==> src/rtl/lowbat_seq_pkg.sv <==
package lowbat_seq_pkg;

  // Strobes from control to datapath
  typedef struct packed {
    logic sampleNow;  // last cycle of the loaded pulse
    logic testMode;   // strap-selected test mode
  } seqCtrl_t;

  typedef enum logic {
    PH_WAIT  = 1'b0,
    PH_PULSE = 1'b1
  } phase_t;

endpackage

==> src/rtl/lowbat_seq_dp.sv <==
module lowbat_seq_dp
  import lowbat_seq_pkg::*;
#(
  parameter int DIV_CYC  = 320,
  parameter int CMP_SYNC = 2
) (
  input  logic     clk,
  input  logic     rstN,
  input  logic     fastSel,
  input  logic     fastWave,
  input  logic     cmpLow,
  input  seqCtrl_t ctrl,
  output logic     tick,
  output logic     lowBatt,
  output logic     hornTest
);

  localparam int WAVE_SYNC = CMP_SYNC + 1;

  logic slowTick;
  logic fastTick;
  logic [WAVE_SYNC-1:0] waveSync;
  logic [CMP_SYNC-1:0]  cmpSync;
  logic cmpSeen;

  // slow timebase: prescaler, or every cycle when no division is asked
  generate
    if (DIV_CYC > 1) begin : g_prescale
      localparam int DW = $clog2(DIV_CYC);
      localparam logic [DW-1:0] DIV_LAST = DW'(DIV_CYC - 1);
      logic [DW-1:0] preCnt;
      always_ff @(posedge clk or negedge rstN) begin
        if (!rstN)                 preCnt <= '0;
        else if (preCnt == DIV_LAST) preCnt <= '0;
        else                       preCnt <= preCnt + DW'(1);
      end
      assign slowTick = (preCnt == DIV_LAST);
    end else begin : g_noprescale
      assign slowTick = 1'b1;
    end
  endgenerate

  // fast timebase: rising edge of the synchronized external wave
  always_ff @(posedge clk or negedge rstN) begin
    if (!rstN) waveSync <= '0;
    else       waveSync <= {waveSync[WAVE_SYNC-2:0], fastWave};
  end
  assign fastTick = waveSync[WAVE_SYNC-2] & ~waveSync[WAVE_SYNC-1];

  assign tick = fastSel ? fastTick : slowTick;

  // comparator synchronizer
  generate
    if (CMP_SYNC > 1) begin : g_cmpchain
      always_ff @(posedge clk or negedge rstN) begin
        if (!rstN) cmpSync <= '0;
        else       cmpSync <= {cmpSync[CMP_SYNC-2:0], cmpLow};
      end
    end else begin : g_cmpsingle
      always_ff @(posedge clk or negedge rstN) begin
        if (!rstN) cmpSync <= '0;
        else       cmpSync <= cmpLow;
      end
    end
  endgenerate
  assign cmpSeen = cmpSync[CMP_SYNC-1];

  // flag: only written in the final loaded cycle
  always_ff @(posedge clk or negedge rstN) begin
    if (!rstN)               lowBatt <= 1'b0;
    else if (ctrl.sampleNow) lowBatt <= cmpSeen;
  end

  // test horn follows the comparator
  always_ff @(posedge clk or negedge rstN) begin
    if (!rstN) hornTest <= 1'b0;
    else       hornTest <= ctrl.testMode & cmpSeen;
  end

  // edge detection never yields two adjacent fast ticks
  a_r3_fast_tick_gap: assert property (@(posedge clk) disable iff (!rstN)
    (fastSel && fastTick) |=> !fastTick);

endmodule

==> src/rtl/lowbat_seq_ctrl.sv <==
module lowbat_seq_ctrl
  import lowbat_seq_pkg::*;
#(
  parameter int PERIOD_TICKS = 4000,
  parameter int PULSE_CYC    = 320
) (
  input  logic     clk,
  input  logic     rstN,
  input  logic     strapA,
  input  logic     strapB,
  input  logic     tick,
  output seqCtrl_t ctrl,
  output logic     ledStrobe,
  output logic     cmpEn
);

  localparam int TW = $clog2(PERIOD_TICKS + 1);
  localparam int PW = $clog2(PULSE_CYC + 1);
  localparam logic [TW-1:0] PERIOD_LAST = TW'(PERIOD_TICKS - 1);
  localparam logic [PW-1:0] PULSE_LAST  = PW'(PULSE_CYC - 1);

  logic [TW-1:0] tickCnt;
  logic [PW-1:0] pulseCnt;
  phase_t        phase;
  logic          armed;
  logic          testMode;
  logic          startPulse;
  logic          lastCycle;

  assign startPulse = tick && (tickCnt == PERIOD_LAST);
  assign lastCycle  = (phase == PH_PULSE) && (pulseCnt == '0);

  // interval counter in ticks
  always_ff @(posedge clk or negedge rstN) begin
    if (!rstN)    tickCnt <= '0;
    else if (tick) tickCnt <= startPulse ? '0 : tickCnt + TW'(1);
  end

  // pulse sequencer in reference cycles
  always_ff @(posedge clk or negedge rstN) begin
    if (!rstN) begin
      phase    <= PH_WAIT;
      pulseCnt <= '0;
    end else begin
      case (phase)
        PH_WAIT: if (startPulse) begin
          phase    <= PH_PULSE;
          pulseCnt <= PULSE_LAST;
        end
        PH_PULSE: begin
          if (pulseCnt == '0) phase <= PH_WAIT;
          else                pulseCnt <= pulseCnt - PW'(1);
        end
        default: phase <= PH_WAIT;
      endcase
    end
  end

  // strap capture on the first edge after release
  always_ff @(posedge clk or negedge rstN) begin
    if (!rstN) begin
      armed    <= 1'b0;
      testMode <= 1'b0;
    end else if (!armed) begin
      armed    <= 1'b1;
      testMode <= ~strapA & ~strapB;
    end
  end

  assign ledStrobe      = (phase == PH_PULSE);
  assign cmpEn          = ledStrobe | testMode;
  assign ctrl.sampleNow = lastCycle;
  assign ctrl.testMode  = testMode;

  // captured mode holds until the next reset
  a_r7_mode_hold: assert property (@(posedge clk) disable iff (!rstN)
    armed |=> $stable(testMode));

  // an interval never ends while a pulse is still running
  a_r2_no_restart: assert property (@(posedge clk) disable iff (!rstN)
    startPulse |-> (phase == PH_WAIT));

endmodule

==> src/rtl/lowbat_strobe_seq.sv <==
module lowbat_strobe_seq
  import lowbat_seq_pkg::*;
#(
  parameter int DIV_CYC      = 320,
  parameter int PERIOD_TICKS = 4000,
  parameter int PULSE_CYC    = 320,
  parameter int CMP_SYNC     = 2
) (
  input  logic clk,
  input  logic rstN,
  input  logic strapA,
  input  logic strapB,
  input  logic fastSel,
  input  logic fastWave,
  input  logic cmpLow,
  output logic ledStrobe,
  output logic cmpEn,
  output logic lowBatt,
  output logic hornTest
);

  localparam int CW = $clog2(PULSE_CYC + 2);

  seqCtrl_t ctrl;
  logic     tick;

  lowbat_seq_ctrl #(
    .PERIOD_TICKS(PERIOD_TICKS),
    .PULSE_CYC   (PULSE_CYC)
  ) u_ctrl (
    .clk      (clk),
    .rstN     (rstN),
    .strapA   (strapA),
    .strapB   (strapB),
    .tick     (tick),
    .ctrl     (ctrl),
    .ledStrobe(ledStrobe),
    .cmpEn    (cmpEn)
  );

  lowbat_seq_dp #(
    .DIV_CYC (DIV_CYC),
    .CMP_SYNC(CMP_SYNC)
  ) u_dp (
    .clk     (clk),
    .rstN    (rstN),
    .fastSel (fastSel),
    .fastWave(fastWave),
    .cmpLow  (cmpLow),
    .ctrl    (ctrl),
    .tick    (tick),
    .lowBatt (lowBatt),
    .hornTest(hornTest)
  );

  // independent width counter for the pulse check
  logic [CW-1:0] hiCnt;
  always_ff @(posedge clk or negedge rstN) begin
    if (!rstN)          hiCnt <= '0;
    else if (ledStrobe) hiCnt <= hiCnt + CW'(1);
    else                hiCnt <= '0;
  end

  // pulse width in reference cycles
  a_r2_pulse_width: assert property (@(posedge clk) disable iff (!rstN)
    $fell(ledStrobe) |-> (hiCnt == CW'(PULSE_CYC)));

  // flag moves only when a pulse ends
  a_r5_flag_at_end: assert property (@(posedge clk) disable iff (!rstN)
    (lowBatt != $past(lowBatt)) |-> $fell(ledStrobe));

  // comparator powered for the whole pulse
  a_r4_enable_cover: assert property (@(posedge clk) disable iff (!rstN)
    ledStrobe |-> cmpEn);

  // no horn unless in test mode
  a_r8_horn_quiet: assert property (@(posedge clk) disable iff (!rstN)
    !ctrl.testMode |-> !hornTest);

endmodule

==> config.mk <==
export PLATFORM = sky130hd
export DESIGN_NAME = lowbat_strobe_seq
export DESIGN_NICKNAME = d
export VERILOG_FILES = /design/src/rtl/lowbat_seq_pkg.sv /design/src/rtl/lowbat_seq_dp.sv /design/src/rtl/lowbat_seq_ctrl.sv /design/src/rtl/lowbat_strobe_seq.sv
export SDC_FILE = /design/constraint.sdc
export NUM_CORES = 1
export LEC_CHECK = 0
export ABC_AREA = 1
export ABC_CLOCK_PERIOD_IN_PS = 3800
export BUFFER_PORTS_ARGS = -buffer_cell sky130_fd_sc_hd__buf_2
export CORE_AREA = 2 2 60 62
export DETAILED_ROUTE_END_ITERATION = 12
export DIE_AREA = 0 0 62 64
export PLACE_DENSITY = 0.87
export SLEW_MARGIN = 20
export SYNTH_ARGS = -nofsm -noshare
export SYNTH_HDL_FRONTEND = slang
export SYNTH_SLANG_ARGS = --single-unit
==> constraint.sdc <==
create_clock -name clk -period 3.8 [get_ports clk]
set_clock_uncertainty 0.2 [all_clocks]
set_input_delay 0.57 -clock clk [delete_from_list [all_inputs] [get_ports clk]]
set_output_delay 0.57 -clock clk [all_outputs]
set_load 0.05 [all_outputs]
==> qor.yml <==
run_status: "completed"
final_core_utilization_pct: 67.0
layout.nets: 269
critical-path-max-stage-delay_ns: 0.54
antenna_found_initial: 0
insertedDiodeCount: 0
critical-path-slowest-cell: "sky130_fd_sc_hd__dfrtp_1"
timing.critical_path.buf_inv: 1
synth_top_area_cell: "sky130_fd_sc_hd__dfrtp_1"
achievable-frequency_mhz: 449
synth.distinct_cells: 25
routed_wl_um: 3400
clkSlewWorstSetupHoldPaths_ns: 0.13
detailed_place_hpwl_um: 2430
die_height_um: 64
cts_tree: "yes"
criticalPathCategory: "reg2out"
report.final.setup_viol: 0
placedInstanceArea_um2: 2110
via_count: 1576
rsz0062_at_grt: "false"
cts.sinks: 40
post-cts-setup-buffer-count: 0
post_cts_resize_count: 0
ctsHtreeMaxLevel: 2
share_of_layout_cells_above_drive_strength_1_pct: 12.3
cp_cell_instances: "or2_2, buf_2"
drt-vias-per-instance: 5.15
design.die.area_um2: 3970
area_delta_synth_final_pct: 7.46
globalRoute.totalOverflow: 0
layout_worst_path_cycle_share_pct: 58.6
placed_cells: 298
postSynthNetCount: 255
cts-root-buf: "sky130_fd_sc_hd__clkbuf_4"
grt_max_degree: 41
floorplan.core_area_um2: 3280
path_delay_family: "flip-flops"
worstSetupStartpointType: "flop"
worst_margin_slew_ns: 0.846
vdd.ir_drop.worst_uv: 466
synth.avg_cell_area_um2: 8.35
setup_total_negative_slack_ns: 0
gp_congestion: 0.903
synth.cells.most_frequent: "59 x sky130_fd_sc_hd__nand2_1, 40 x sky130_fd_sc_hd__dfrtp_1, 28 x sky130_fd_sc_hd__inv_1, 26 x sky130_fd_sc_hd__nand3_1, 24 x sky130_fd_sc_hd__nor2_1"
1st_pass_router_iterations: 4
ctsLongestPathBuffers: 2
worst_hold_slack_ns: 0.102
finalWorstSetupSlack_ns: 1.57
post_synth_edffs: 0
finalCriticalPeriod_ns: 2.23
antenna_left: 0
post-synth-top-area-fraction_pct: 48.9
clkLatencyLatePin_ns: 0.36
drt_first_iter_violations: 95
grt_pass1_wl_um: 6170
synth_top_cells_by_area: "sky130_fd_sc_hd__dfrtp_1 49%, sky130_fd_sc_hd__nand2_1 11%, sky130_fd_sc_hd__nand3_1 6.4%, sky130_fd_sc_hd__inv_1 5.1%, sky130_fd_sc_hd__nor2_1 4.4%"
hold_viol_final: 0
ys_ff_latch: 40
ctsHoldBuffers: 0
initial_core_util_pct: 62.3
finalNonFillerCells: 306
synth_most_common_cell: "sky130_fd_sc_hd__nand2_1"
globalRouteTotalUtil_pct: 20.7
crit_required_ns: 3.03
io_buffers: 10
dp_worst_setup_slack_ns: 1.94
worst-endpoint-arrival_ns: 1.46
wl_per_cell_um: 11.1
floorplan.io_pins: 11
mapped_cells: 245
setup.worst_path.end_class: "primary output"
post_synthesis_async_set_or_reset_flop_share_pct: 100
cts_made_buffers: 5
slew_violations: 0
power_density_nw_per_um2: 419
totalPowerFinal_mw: 0.921
synth_ff_type: "sky130_fd_sc_hd__dfrtp_1"
maxSlewHeadroom_pct: 43.6
syn-cell-area_um2: 2050
yosysWarnings: 0
total_leakage_power_nw: 1.09
finish.instance_area_um2: 2200
drc: 0
critical_path.max_fanout: 11
worst_hold_path_type: "in2async"
max_cap_violations: 0
num_rows: 21
die_w_um: 62
sequential_share_of_the_synthesized_area_pct: 48.9
grt_pass1_vias: 1485
==> worst paths after layout <==
kind / from / end / slack (ns) / depth (start not counted)
hold reg to reg: u_dp.waveSync[0] / u_dp.waveSync[1] / 0.16 / 0
max in group asynchronous: rstN / u_ctrl.tickCnt[6] / 2.75 / 1
min in group clk: cmpLow / u_dp.cmpSync[0] / 0.11 / 1
hold / removal: rstN / u_dp.hornTest / 0.10 / 1
setup reg to reg: u_dp.g_prescale.preCnt[0] / u_ctrl.pulseCnt[5] / 1.89 / 9
setup / recovery: u_ctrl.ledStrobe / cmpEn / 1.57 / 2
==> final cells by class <==
type                            instances  area [um2]
Clock buffer                            6        51.3
Fill cell                             264        1080
Inverter                               29         109
Multi-Input combinational cell        173         892
Timing Repair Buffer                   10        50.0
Clock inverter                          2        38.8
Sequential cell                        40        1000
Tap cell                               46        57.6
==> cells in the final DEF (no fill, tap or decap) <==
cell                         n
sky130_fd_sc_hd__a21oi_1     7
sky130_fd_sc_hd__buf_2      10
sky130_fd_sc_hd__bufinv_16   1
sky130_fd_sc_hd__clkbuf_4    5
sky130_fd_sc_hd__clkbuf_8    1
sky130_fd_sc_hd__clkinv_4    1
sky130_fd_sc_hd__conb_1      1
sky130_fd_sc_hd__dfrtp_1    40
sky130_fd_sc_hd__ha_1        3
sky130_fd_sc_hd__inv_1      28
sky130_fd_sc_hd__inv_2       1
sky130_fd_sc_hd__nand2_1    59
sky130_fd_sc_hd__nand2_2     3
sky130_fd_sc_hd__nand2_4     2
sky130_fd_sc_hd__nand3_1    26
sky130_fd_sc_hd__nand3_2     2
sky130_fd_sc_hd__nand3_4     1
sky130_fd_sc_hd__nand3b_1    2
sky130_fd_sc_hd__nand4_1     9
sky130_fd_sc_hd__nor2_1     24
sky130_fd_sc_hd__nor2_4      3
sky130_fd_sc_hd__nor3_1      5
sky130_fd_sc_hd__o21ai_0    14
sky130_fd_sc_hd__o21ai_1     1
sky130_fd_sc_hd__o31ai_1     1
sky130_fd_sc_hd__or2_2       2
sky130_fd_sc_hd__xnor2_1     1
sky130_fd_sc_hd__xor2_1      7
==> state kept, by name, indices dropped and copies added (netlist names) <==
register / count
u_ctrl.armed: 1
u_ctrl.ledStrobe: 1
u_ctrl.pulseCnt: 9
u_ctrl.testMode: 1
u_ctrl.tickCnt: 12
u_dp.cmpSync: 2
u_dp.g_prescale.preCnt: 9
u_dp.hornTest: 1
u_dp.lowBatt: 1
u_dp.waveSync: 3
==> worst register-to-register path: cells and delay by family (launching register included) <==
family                     cells  cell delay, ns
adders and majority gates      1            0.22
and+or+nand+nor                8            1.04
DFF                            1            0.40
==> power by group <==
group	leakage (nW)	internal, mW	switching (mW)	total (mW)
logic	0.565	0.0409	0.0819	0.123
clock network	0.0484	0.158	0.140	0.298
registers	0.477	0.461	0.0395	0.500
==> routing by layer <==
layer	track usage [%]	vias up	share of wire, %
li1	-	818	-
met1	30.3	716	48
met2	29.2	35	46
met3	5.47	7	4.0
met4	7.98	0	1.7
met5	0	-	0
==> cells by family after synthesis <==
kind of cell	share of synthesized area, %
adders and majority gates	1.83
other	0.183
and+or+nand+nor	32.4
DFF	48.9
AOI/OAI and AO/OA	5.75
xor gates and xnor gates	3.42
buffers and inverters	7.52
Note: power is estimated with default switching activity, not from simulation.
